`config.mk`:
```
export PLATFORM = sky130hd
export DESIGN_NAME = stk_tag_renamer
export DESIGN_NICKNAME = d
export VERILOG_FILES = /design/src/rtl/stk_ren_pkg.sv /design/src/rtl/tag_free_pool.sv /design/src/rtl/tag_map_stack.sv /design/src/rtl/tag_pkt_reg.sv /design/src/rtl/stk_tag_renamer.sv
export SDC_FILE = /design/constraint.sdc
export NUM_CORES = 1
export LEC_CHECK = 0
export BUFFER_PORTS_ARGS = -buffer_cell sky130_fd_sc_hd__buf_2
export CORE_ASPECT_RATIO = 0.5
export CORE_UTILIZATION = 50
export CTS_CLUSTER_DIAMETER = 30
export DETAILED_ROUTE_END_ITERATION = 16
export GPL_TIMING_DRIVEN = 0
export HOLD_SLACK_MARGIN = 0.06
export PLACE_DENSITY = 0.67
export SLEW_MARGIN = 20
export SYNTH_ARGS = -nofsm -noshare
export SYNTH_HDL_FRONTEND = slang
export SYNTH_SLANG_ARGS = --single-unit
```
`constraint.sdc`:
```
create_clock -name clk -period 5.2 [get_ports clk]
set_clock_uncertainty 0.05 [all_clocks]
set_input_delay 0.78 -clock clk [delete_from_list [all_inputs] [get_ports clk]]
set_output_delay 0.78 -clock clk [all_outputs]
set_load 0.1 [all_outputs]
```
`src/rtl/stk_ren_pkg.sv`:
```
package stk_ren_pkg;

  typedef enum logic [1:0] {
    OPK_PUSH   = 2'b00,
    OPK_DROP   = 2'b01,
    OPK_UNARY  = 2'b10,
    OPK_BINARY = 2'b11
  } opkind_e;

  // number of mapping-stack entries an operation kind consumes
  function automatic logic [1:0] pops_of(opkind_e k);
    case (k)
      OPK_PUSH:   pops_of = 2'd0;
      OPK_DROP:   pops_of = 2'd1;
      OPK_UNARY:  pops_of = 2'd1;
      default:    pops_of = 2'd2;
    endcase
  endfunction

  // every kind except discard produces a value and therefore a package
  function automatic logic makes_value(opkind_e k);
    makes_value = (k != OPK_DROP);
  endfunction

endpackage

```
`src/rtl/tag_free_pool.sv`:
```
module tag_free_pool #(
  parameter int TAG_W = 5
) (
  input  logic             clk,
  input  logic             rst_n,
  input  logic             flush,
  input  logic             alloc_en,
  input  logic             rel_en,
  input  logic [TAG_W-1:0] rel_tag,
  output logic [TAG_W-1:0] alloc_tag,
  output logic             any_free
);
  localparam int NUM_TAGS = 1 << TAG_W;

  logic [NUM_TAGS-1:0] free_q;
  logic [NUM_TAGS-1:0] free_d;

  // lowest-numbered free tag wins
  always_comb begin
    alloc_tag = '0;
    for (int i = NUM_TAGS - 1; i >= 0; i--) begin
      if (free_q[i]) alloc_tag = TAG_W'(i);
    end
  end

  assign any_free = |free_q;

  for (genvar g = 0; g < NUM_TAGS; g++) begin : g_bit
    logic take, give;
    assign take = alloc_en && (alloc_tag == TAG_W'(g));
    assign give = rel_en && (rel_tag == TAG_W'(g));
    assign free_d[g] = flush | give | (free_q[g] & ~take);
  end

  always_ff @(posedge clk or negedge rst_n) begin
    if (!rst_n) free_q <= '1;
    else        free_q <= free_d;
  end

endmodule

```
`src/rtl/tag_map_stack.sv`:
```
module tag_map_stack #(
  parameter int STACK_DEPTH = 16,
  parameter int TAG_W       = 5,
  localparam int CNT_W      = $clog2(STACK_DEPTH + 1),
  localparam int IDX_W      = $clog2(STACK_DEPTH)
) (
  input  logic             clk,
  input  logic             rst_n,
  input  logic             flush,
  input  logic [1:0]       pop_cnt,
  input  logic             push_en,
  input  logic [TAG_W-1:0] push_tag,
  output logic [CNT_W-1:0] depth,
  output logic [TAG_W-1:0] tos,
  output logic [TAG_W-1:0] nos
);
  logic [TAG_W-1:0] ent_q [STACK_DEPTH];
  logic [CNT_W-1:0] depth_q;
  logic [CNT_W-1:0] base;
  logic [CNT_W-1:0] tos_idx;
  logic [CNT_W-1:0] nos_idx;

  assign depth   = depth_q;
  assign base    = depth_q - CNT_W'(pop_cnt);
  assign tos_idx = depth_q - CNT_W'(1);
  assign nos_idx = depth_q - CNT_W'(2);

  assign tos = (depth_q >= CNT_W'(1)) ? ent_q[tos_idx[IDX_W-1:0]] : '0;
  assign nos = (depth_q >= CNT_W'(2)) ? ent_q[nos_idx[IDX_W-1:0]] : '0;

  always_ff @(posedge clk or negedge rst_n) begin
    if (!rst_n) begin
      depth_q <= '0;
      for (int i = 0; i < STACK_DEPTH; i++) ent_q[i] <= '0;
    end else if (flush) begin
      depth_q <= '0;
    end else begin
      depth_q <= base + CNT_W'(push_en);
      if (push_en) ent_q[base[IDX_W-1:0]] <= push_tag;
    end
  end

endmodule

```
`src/rtl/tag_pkt_reg.sv`:
```
module tag_pkt_reg #(
  parameter int TAG_W  = 5,
  parameter int FUNC_W = 4
) (
  input  logic              clk,
  input  logic              rst_n,
  input  logic              flush,
  input  logic              load,
  input  logic [FUNC_W-1:0] ld_func,
  input  logic [1:0]        ld_cnt,
  input  logic [TAG_W-1:0]  ld_src0,
  input  logic [TAG_W-1:0]  ld_src1,
  input  logic [TAG_W-1:0]  ld_dst,
  output logic              space,
  output logic              out_valid,
  input  logic              out_ready,
  output logic [FUNC_W-1:0] out_func,
  output logic [1:0]        out_cnt,
  output logic [TAG_W-1:0]  out_src0,
  output logic [TAG_W-1:0]  out_src1,
  output logic [TAG_W-1:0]  out_dst
);
  assign space = !out_valid || out_ready;

  always_ff @(posedge clk or negedge rst_n) begin
    if (!rst_n) begin
      out_valid <= 1'b0;
      out_func  <= '0;
      out_cnt   <= '0;
      out_src0  <= '0;
      out_src1  <= '0;
      out_dst   <= '0;
    end else if (flush) begin
      out_valid <= 1'b0;
    end else if (load) begin
      out_valid <= 1'b1;
      out_func  <= ld_func;
      out_cnt   <= ld_cnt;
      out_src0  <= ld_src0;
      out_src1  <= ld_src1;
      out_dst   <= ld_dst;
    end else if (out_ready) begin
      out_valid <= 1'b0;
    end
  end

endmodule

```
`src/rtl/stk_tag_renamer.sv`:
```
module stk_tag_renamer
  import stk_ren_pkg::*;
#(
  parameter int STACK_DEPTH = 16,
  parameter int TAG_W       = 5,
  parameter int FUNC_W      = 4
) (
  input  logic              clk,
  input  logic              rst_n,
  input  logic              flush,
  input  logic              in_valid,
  output logic              in_ready,
  input  logic [1:0]        in_op,
  input  logic [FUNC_W-1:0] in_func,
  output logic              out_valid,
  input  logic              out_ready,
  output logic [FUNC_W-1:0] out_func,
  output logic [1:0]        out_src_cnt,
  output logic [TAG_W-1:0]  out_src0,
  output logic [TAG_W-1:0]  out_src1,
  output logic [TAG_W-1:0]  out_dst,
  input  logic              rel_valid,
  input  logic [TAG_W-1:0]  rel_tag
);
  localparam int CNT_W = $clog2(STACK_DEPTH + 1);

  opkind_e          kind;
  logic [1:0]       pops;
  logic             need_tag;
  logic             underflow, overflow, no_tag, out_blocked;
  logic             fire;
  logic [CNT_W-1:0] stk_depth;
  logic [TAG_W-1:0] stk_tos, stk_nos;
  logic [TAG_W-1:0] new_tag;
  logic             pool_any_free;
  logic             out_space;
  logic [TAG_W-1:0] pk_src0, pk_src1;

  assign kind     = opkind_e'(in_op);
  assign pops     = pops_of(kind);
  assign need_tag = makes_value(kind);

  assign underflow   = CNT_W'(pops) > stk_depth;
  assign overflow    = (kind == OPK_PUSH) && (stk_depth == CNT_W'(STACK_DEPTH));
  assign no_tag      = need_tag && !pool_any_free;
  assign out_blocked = need_tag && !out_space;

  assign in_ready = !flush && !underflow && !overflow && !no_tag && !out_blocked;
  assign fire     = in_valid && in_ready;

  always_comb begin
    pk_src0 = '0;
    pk_src1 = '0;
    if (kind == OPK_BINARY) begin
      pk_src0 = stk_nos;
      pk_src1 = stk_tos;
    end else if (kind == OPK_UNARY) begin
      pk_src0 = stk_tos;
    end
  end

  tag_free_pool #(.TAG_W(TAG_W)) pool_i (
    .clk       (clk),
    .rst_n     (rst_n),
    .flush     (flush),
    .alloc_en  (fire && need_tag),
    .rel_en    (rel_valid),
    .rel_tag   (rel_tag),
    .alloc_tag (new_tag),
    .any_free  (pool_any_free)
  );

  tag_map_stack #(.STACK_DEPTH(STACK_DEPTH), .TAG_W(TAG_W)) stk_i (
    .clk      (clk),
    .rst_n    (rst_n),
    .flush    (flush),
    .pop_cnt  (fire ? pops : 2'd0),
    .push_en  (fire && need_tag),
    .push_tag (new_tag),
    .depth    (stk_depth),
    .tos      (stk_tos),
    .nos      (stk_nos)
  );

  tag_pkt_reg #(.TAG_W(TAG_W), .FUNC_W(FUNC_W)) pkt_i (
    .clk       (clk),
    .rst_n     (rst_n),
    .flush     (flush),
    .load      (fire && need_tag),
    .ld_func   (in_func),
    .ld_cnt    ((kind == OPK_PUSH) ? 2'd0 : pops),
    .ld_src0   (pk_src0),
    .ld_src1   (pk_src1),
    .ld_dst    (new_tag),
    .space     (out_space),
    .out_valid (out_valid),
    .out_ready (out_ready),
    .out_func  (out_func),
    .out_cnt   (out_src_cnt),
    .out_src0  (out_src0),
    .out_src1  (out_src1),
    .out_dst   (out_dst)
  );

endmodule

```
==> impl.org, run 1 <==
** Run status
- The run finished with clean final reports.

** Worst hold path
- The min-delay analysis places its worst path in the category primary input to async pin.

** Global routing
- Summed over all layers, the global routing overflow is 0.
- Antenna violations before repair :: 0
- Entering global routing, the biggest net connects 83 pins.
- Overall fraction of global-route tracks in use :: 0.2756
- Vias in the first global route :: 5935
- Wire length of the first global-routing pass :: 34130 um

** Final layout
- After routing the design area is 9215 um^2.
- At the end of the flow the core is filled with cells to 0.5917.
- Number of nets in the finished design :: 772
- Number of non-filler instances in the completed layout :: 955
- The number of antenna diodes in the final layout is 0.
- Layout-stage area growth over the synthesis result :: 14.56%
- Of the cells placed in the final design, the portion with a size suffix greater than 1 is 0.3622.

** Setup path
- Data arrives at the worst endpoint at 5.22 ns.
- Required @ worst endpoint :: 5.47 ns
- STA classifies the critical path startpoint as a flop.
- Along the worst path, the maximum fanout reaches 10.
- The worst setup path is captured at a flop.
- Category of the most critical setup path :: flop to flop

** Synth
- The number of nets in the synthesized netlist is 713.
- Number of enable-type register cells in the synthesized netlist :: 0
- Async set-reset flop share out of synthesis :: 1.000
- Most used flip-flop cell after synthesis :: sky130_fd_sc_hd__dfrtp_1
- Count of unique library cells instantiated by Yosys :: 60
- Multiplexer share of the synthesized area :: 0.2380
- Of the synthesized area, sequential elements account for 0.4374.
- By area, the combinational part of the netlist is dominated by multiplexers.
- Area of the mapped netlist :: 8044 um^2
- Of the total synthesized cell area, the portion taken by XOR and XNOR cells is 0.007622.
- Average cell area after synthesis :: 11.85 um^2
- Synth Instances :: 679
- The complex-gate fraction of the synthesized area is 0.1148.
- Basic-gate share of the synthesized area counting and, or, nand and nor cells :: 0.1391
- Arithmetic-cell share of the synthesized area counting full adders, half adders and majority gates :: 0.02738
- Synthesis inferred 139 register bits.
- Yosys warnings :: 0

** Pwr
- IR analysis of the VDD net gives a maximum drop of 0.2927 mV.
- PD cells :: 451.4 nW/um^2
- Power comes to 0.004159 W.
- Standby leakage power :: 4.000 nW

** Timing
- Finish-stage setup viols :: 0
- Final Cycle Share :: 0.9525
- For this run, the top clock speed supported by timing is 201.9 MHz.
- Max Slew Vio Count :: 0
- Setup repair after global routing could not meet its margin everywhere.
- The number of endpoints with negative hold slack in the final report came to 0.
- Headroom to the max-slew limit came out at 0.2372.
- Shortest period the worst path allows :: 4.953 ns
- Final-layout setup total negative slack :: 0 ns
- Actual transition at the worst max-transition pin :: 1.134 ns

** CTS
- The clock passes through at most 2 buffers.
- CTS root buf :: sky130_fd_sc_hd__clkbuf_16
- After clock tree synthesis, the flow added hold-fix buffers numbering 0.
- Total clock buffers created by CTS :: 17
- The clock reaches the later pin of the worst-skew pair after 0.44 ns.
- For this design, the sink count on the clock tree is 139.
- Worst-path clk slew :: 0.07 ns
- TritonCTS built the clock tree.
- Htree depth :: 4
- After clock tree synthesis, the setup repair step added 0 buffers.

** Route
- Via Count :: 6009
- The first detailed-routing pass took 5 iterations.
- Violation count after the first detailed-routing iteration :: 538
- The detail route stage leaves a number of antenna-violating nets equal to 0.
- In the final routed layout, each cell accounts on average for 22.78 um.
- Drt drc :: 0
- Mean number of vias per cell :: 6.292
- Total Wirelength :: 21760 um

** Floorplanning
- For this design the top-level I/O count stands at 40.
- The initial utilization of the core area, before any placement, comes to 0.5165.
- Die footprint :: 16630 um^2
- Vertical extent of the die :: 91.69 um
- Measured along the x axis, the die boundary spans 181.4 um.
- Placeable core region :: 15570 um^2
- After floorplanning, the core was divided into 32 placement rows.

** Flow run
- Number of max-cap violations :: 0

** Place
- Half-perimeter wire length after detailed placement :: 15440 um
- Counting tap cells, the placed design contains a total of 923 instances.
- The placed instances occupy a cell area of 8543 um^2.
- Routability Congestion :: 0.9406
- Count of buffers inserted at the top-level ports :: 39
power by group:
part / internal, W / switching, W
logic: 0.000443 / 0.00118
registers: 0.00117 / 0.0000641
clock network: 0.000779 / 0.000528
cell type report:
type,instances,area (um^2)
Tap cell,204,255.2
Sequential cell,139,3518
Timing Repair Buffer,40,232.7
Clock buffer,18,439.2
Inverter,29,108.9
Multi-Input combinational cell,474,4289
Clock inverter,14,182.7
Buffer,37,188.9
Fill cell,1226,6360
metal layers:
layer	vias up	track usage	part of all wire
li1	2680	-	-
met1	3078	0.3775	0.45
met2	217	0.4426	0.48
met3	34	0.05282	0.053
met4	0	0.09463	0.022
met5	-	0	0
timing repair:
item | in CTS | in global routing
endpoints found under the setup margin | 28 | 60
gates resized for setup | 8 | 3
pin swaps | 0 | 0
cell families after synthesis:
| group | count (synthesis) |
|---|---|
| buffers and inverters | 66 |
| adders and majority gates | 17 |
| AOI/OAI and AO/OA | 126 |
| and+or+nand+nor | 199 |
| muxes | 125 |
| xor gates and xnor gates | 7 |
| DFF | 139 |
critical path: stages, from the launching register on:
cell and delay (ns):
sky130_fd_sc_hd__dfrtp_1 0.40, sky130_fd_sc_hd__clkbuf_1 0.36, sky130_fd_sc_hd__clkbuf_2 0.42, sky130_fd_sc_hd__inv_1 0.18
sky130_fd_sc_hd__ha_1 0.25, sky130_fd_sc_hd__a41oi_2 0.18, sky130_fd_sc_hd__nand2_1 0.13, sky130_fd_sc_hd__a21oi_4 0.16
sky130_fd_sc_hd__and3_1 0.18, sky130_fd_sc_hd__ha_1 0.15, sky130_fd_sc_hd__inv_1 0.05, sky130_fd_sc_hd__fa_1 0.65
sky130_fd_sc_hd__clkdlybuf4s15_2 0.53, sky130_fd_sc_hd__nand3_1 0.21, sky130_fd_sc_hd__nor3_2 0.52, sky130_fd_sc_hd__mux2_2 0.41
synthesized netlist by cell type, drive strengths merged (2+ instances only):
master | n | area share
nand3 | 10 | 0.0062
dfstp | 32 | 0.10
a21oi | 17 | 0.011
nor2 | 30 | 0.014
mux4 | 45 | 0.13
or4b | 2 | 0.0030
dfrtp | 107 | 0.33
xor2 | 2 | 0.0022
o2111ai | 2 | 0.0022
o21ai | 24 | 0.015
inv | 29 | 0.014
o31a | 2 | 0.0022
buf | 19 | 0.014
a21o | 13 | 0.012
and2 | 8 | 0.0062
a221oi | 12 | 0.013
o211ai | 16 | 0.015
mux2 | 80 | 0.11
a211o | 5 | 0.0054
a221o | 13 | 0.016
nor3b | 2 | 0.0019
nor3 | 20 | 0.012
and3 | 3 | 0.0023
nand2b | 9 | 0.0070
or3 | 5 | 0.0039
or4 | 4 | 0.0047
a31oi | 2 | 0.0016
o21a | 2 | 0.0019
nor2b | 5 | 0.0039
a2111oi | 2 | 0.0022
nor4 | 18 | 0.032
clkbuf | 18 | 0.0084
or2 | 3 | 0.0023
o31ai | 7 | 0.0065
nand2 | 76 | 0.035
xnor2 | 5 | 0.0054
ha | 16 | 0.025
registers in the layout, summed over array words and instances, names as in the netlist:
register,count
stk_i.ent_q,80
pool_i.free_q,32
pkt_i.out_dst,5
pkt_i.out_src0,5
pkt_i.out_src1,5
stk_i.depth,5
pkt_i.out_func,4
pkt_i.out_cnt,2
pkt_i.out_valid,1
cells in the final DEF, fill, tap and decap left out, types with 8 or more instances in the layout:
cell	instances
sky130_fd_sc_hd__a21o_1	13
sky130_fd_sc_hd__a21oi_1	16
sky130_fd_sc_hd__a221o_1	13
sky130_fd_sc_hd__a221oi_1	12
sky130_fd_sc_hd__and2_1	8
sky130_fd_sc_hd__buf_2	45
sky130_fd_sc_hd__clkbuf_1	16
sky130_fd_sc_hd__clkbuf_16	17
sky130_fd_sc_hd__dfrtp_1	107
sky130_fd_sc_hd__dfstp_2	32
sky130_fd_sc_hd__ha_1	16
sky130_fd_sc_hd__inv_1	29
sky130_fd_sc_hd__mux2_2	80
sky130_fd_sc_hd__mux4_2	45
sky130_fd_sc_hd__nand2_1	76
sky130_fd_sc_hd__nand2b_1	9
sky130_fd_sc_hd__nand3_1	10
sky130_fd_sc_hd__nor2_1	28
sky130_fd_sc_hd__nor3_1	15
sky130_fd_sc_hd__nor4_1	8
sky130_fd_sc_hd__nor4_4	9
sky130_fd_sc_hd__o211ai_1	16
sky130_fd_sc_hd__o21ai_0	24
worst paths after layout:
check	to	slack [ns]	cells past startpoint	startpoint
max	stk_i.ent_q[40]	0.25	15	stk_i.depth[0]
min	stk_i.ent_q[77]	0.28	1	rst_n
max reg2reg	stk_i.ent_q[40]	0.25	15	stk_i.depth[0]
min reg2reg	pkt_i.out_func[0]	0.42	2	pkt_i.out_func[0]
max in group asynchronous	pool_i.free_q[10]	4.05	2	rst_n
min in group clk	pkt_i.out_func[0]	0.42	2	pkt_i.out_func[0]
stage by stage:
stage / setup WS [ns] / hold WS [ns]
global placement: -0.5860 / 0.4056
global route: -0.09188 / 0.3327
finish: 0.2469 / 0.2753
floorplan: 0.06469 / 0.4175
detailed placement: -0.6023 / 0.4076
CTS: 0.03262 / 0.3130
Power figures use the tool's default switching activity.
==> run 2, diff against run 1 <==
--- a/config.mk
+++ b/config.mk
@@ -12,8 +12,7 @@
 export DETAILED_ROUTE_END_ITERATION = 16
 export GPL_TIMING_DRIVEN = 0
 export HOLD_SLACK_MARGIN = 0.06
-export PLACE_DENSITY = 0.67
-export SLEW_MARGIN = 20
+export PLACE_DENSITY = 0.78
 export SYNTH_ARGS = -nofsm -noshare
 export SYNTH_HDL_FRONTEND = slang
 export SYNTH_SLANG_ARGS = --single-unit
==> impl.org, run 2 (same netlist as run 1, synthesis figures left out) <==
** Timing
- The worst slew margin relative to its limit was 0.05842 (was 0.2372).
- The number of endpoints with negative hold slack in the final report is 0 (unchanged).
- Finish-stage setup viols :: 0 (unchanged)
- The portion of the clock cycle consumed by the worst path in the final layout was 0.9444 (was 0.9525).
- Final-layout setup total negative slack :: 0 ns (unchanged)
- The pin slew with the least headroom to its limit was 1.407 ns (was 1.134 ns).
- RSZ-0062 raised after global routing :: false (was true)
- The clock period minus final worst setup slack is 4.911 ns (was 4.953 ns).
- The number of pins with negative max-slew slack in the final report is 0 (unchanged).
- The highest attainable clock frequency was 203.6 MHz (was 201.9 MHz).

** CTS
- Worst-path clk slew :: 0.07 ns (about the same)
- Htree depth :: 4 (unchanged)
- Buffers inserted by post-CTS timing repair :: 0 (unchanged)
- The source-to-sink clock delay at the later pin of the worst-skew pair came to 0.42 ns (was 0.44 ns).
- CTS root buf :: sky130_fd_sc_hd__clkbuf_16 (unchanged)
- The number of buffers on the longest clock path is 2 (unchanged).
- The number of clock sinks is 139 (unchanged).
- The TritonCTS clock tree was done (unchanged).
- Total clock buffers created by CTS :: 17 (unchanged)

** Setup path
- Worst reg2reg path depth :: 15 (unchanged)
- The worst path required time came to 5.46 ns (was 5.47 ns).
- The data arrival at the endpoint of the critical path is 5.17 ns (was 5.22 ns).
- Category of the most critical setup path :: flop to flop (unchanged)
- The largest fanout on the critical path came to 10 (unchanged).
- The startpoint type of the worst setup path was a flop (unchanged).
- The slack of the worst reg-to-reg path came to 0.29 ns (was 0.25 ns).
- Critical Path End Type :: flop (unchanged)

** Worst hold path
- The path category of the worst min-delay check was primary input to async pin (unchanged).

** Floorplanning
- Die X-Extent :: 181.4 um (unchanged)
- The die height came to 91.69 um (unchanged).
- # IOs :: 40 (unchanged)
- Count of standard-cell rows :: 32 (unchanged)
- The core footprint came to 15570 um^2 (unchanged).
- The initial cell density of the core came to 0.5165 (unchanged).
- Die footprint :: 16630 um^2 (unchanged)

** Final layout
- Number of nets in the finished design :: 772 (unchanged)
- The area of all sequential standard cells came to 3518 um^2 (unchanged).
- Most common library cell in the layout ignoring fill and taps :: sky130_fd_sc_hd__dfrtp_1 (unchanged)
- Most frequent cells in the layout :: sky130_fd_sc_hd__dfrtp_1, sky130_fd_sc_hd__mux2_2, sky130_fd_sc_hd__nand2_1, sky130_fd_sc_hd__buf_2, sky130_fd_sc_hd__mux4_2 (unchanged)
- Largest registers: stk_i.ent_q: 80 flops, pool_i.free_q: 32 flops (unchanged).
- Final core utilization :: 0.5895 (was 0.5917)
- The non-filler instance count after layout was 955 (unchanged).
- The number of filler cells placed in the layout came to 1213 (was 1226).
- The area added between synthesis and finish is 14.14% (was 14.56%).
- The fraction of layout instances using a drive strength above 1 is 0.3582 (was 0.3622).
- Area of the multi-input gates :: 4300 um^2 (was 4289 um^2)
- The number of antenna cells inserted was 0 (unchanged).
- The register ranked first by flip-flop count was stk_i.ent_q (unchanged).
- The flip-flop count of the largest register after layout came to 80 (unchanged).

** Route
- Routed Antenna Nets :: 0 (unchanged)
- The total length of routed wires is 22500 um (was 21760 um).
- The per-cell routed wire length was 23.56 um (was 22.78 um).
- The count of routing violations after the opening detailed-route iteration came to 586 (was 538).
- The detailed-routing iteration count for the pre-antenna-repair pass came to 6 (was 5).
- Drt drc :: 0 (unchanged)
- Via Count :: 6257 (was 6009)
- Mean number of vias per cell :: 6.552 (was 6.292)

** Global routing
- The wire length of the first global-routing pass came to 35420 um (was 34130 um).
- The initial antenna violation count was 0 (unchanged).
- Maximum number of pins on one net before global-route repair :: 82 (was 83)
- The final global-route overflow total is 0 (unchanged).
- The via count of the first global-routing pass came to 6353 (was 5935).
- Overall fraction of global-route tracks in use :: 0.2826 (was 0.2756)

** Place
- The instance count after placement with tap cells included came to 923 (unchanged).
- The placed wire-length estimate was 15410 um (was 15440 um).
- The weighted congestion reported at the end of routability-driven placement came to 0.9229 (was 0.9406).
- Count of buffers inserted at the top-level ports :: 39 (unchanged)

** Pwr
- The power density normalized to cell area came to 448.3 nW/um^2 (was 451.4 nW/um^2).
- The worst IR drop on VDD came to 0.2815 mV (was 0.2927 mV).
- The static leakage is 3.994 nW (was 4.000 nW).
- Total chip power :: 0.004116 W (was 0.004159 W)

** Flow run
- The max capacitance violation total came to 0 (unchanged).

** Run status
- Status :: complete, no violations (unchanged)
[run 2: cell types whose count changed in the layout (fill, tap and decap cells not counted), moves of 2 or more]
cell,change
sky130_fd_sc_hd__inv_8,+3
sky130_fd_sc_hd__nor3_2,-3
sky130_fd_sc_hd__nor3_4,+3
sky130_fd_sc_hd__bufinv_16,-2
sky130_fd_sc_hd__clkinv_2,-2
sky130_fd_sc_hd__clkinvlp_4,+2
[run 2: report_power, final]
group          total (W)  switching [W]  internal [W]
combinational    0.00166        0.00122      0.000442
clock            0.00122       0.000541      0.000680
sequential       0.00123      0.0000669       0.00116
total            0.00412        0.00183       0.00229
[run 2: final cells by class]
cell class                      instances  area share
Inverter                               29     0.01186
Clock inverter                         14     0.01663
Sequential cell                       139      0.3832
Timing Repair Buffer                   40     0.02494
Buffer                                 37     0.02044
Multi-Input combinational cell        474      0.4684
Tap cell                              204     0.02780
Clock buffer                           18     0.04674
[run 2: path summary, 6_finish.rpt]
path                                        from               end
worst max-delay path              stk_i.depth[0]   stk_i.ent_q[61]
worst min-delay path                       rst_n   stk_i.ent_q[60]
worst max register to register    stk_i.depth[0]   stk_i.ent_q[61]
worst min register to register  pkt_i.out_dst[1]  pkt_i.out_dst[1]
max in group asynchronous                  rst_n  pool_i.free_q[6]
min in group clk                pkt_i.out_dst[1]  pkt_i.out_dst[1]
[run 2: critical path: stages (launching register included)]
cell and delay, ns:
sky130_fd_sc_hd__dfrtp_1 0.41, sky130_fd_sc_hd__clkbuf_1 0.39, sky130_fd_sc_hd__clkbuf_2 0.42, sky130_fd_sc_hd__inv_1 0.18, sky130_fd_sc_hd__ha_1 0.27, sky130_fd_sc_hd__a41oi_2 0.18
sky130_fd_sc_hd__nand2_1 0.12, sky130_fd_sc_hd__a21oi_4 0.14, sky130_fd_sc_hd__and3_1 0.20, sky130_fd_sc_hd__ha_1 0.16, sky130_fd_sc_hd__inv_1 0.06, sky130_fd_sc_hd__fa_1 0.68
sky130_fd_sc_hd__clkdlybuf4s18_2 0.53, sky130_fd_sc_hd__nand2_1 0.22, sky130_fd_sc_hd__nor3_4 0.39, sky130_fd_sc_hd__mux2_2 0.40
[run 2: stage by stage]
step / hold WS [ns] / setup WS (ns) / area (um^2)
6_report: 0.2681 / 0.2890 / 9181
4_1_cts: 0.2992 / 0.05330 / 9155
3_5_place_dp: 0.4078 / -0.5668 / 8539
2_1_floorplan: 0.4175 / 0.06469 / 8055
5_1_grt: 0.3087 / 0.01083 / 9181
3_3_place_gp: 0.4054 / -0.5479 / 8506
[run 2: layer usage]
metal  global-route usage  part of all wire
met1               0.3644              0.42
met2               0.4641              0.47
met3              0.05639             0.070
met5                    0                 0
met4               0.1314             0.041
[run 2: repair_timing]
item | CTS | global route
gates resized for setup | 8 | 7
hold buffers | 0 | 0
setup endpoints to repair | 45 | 64
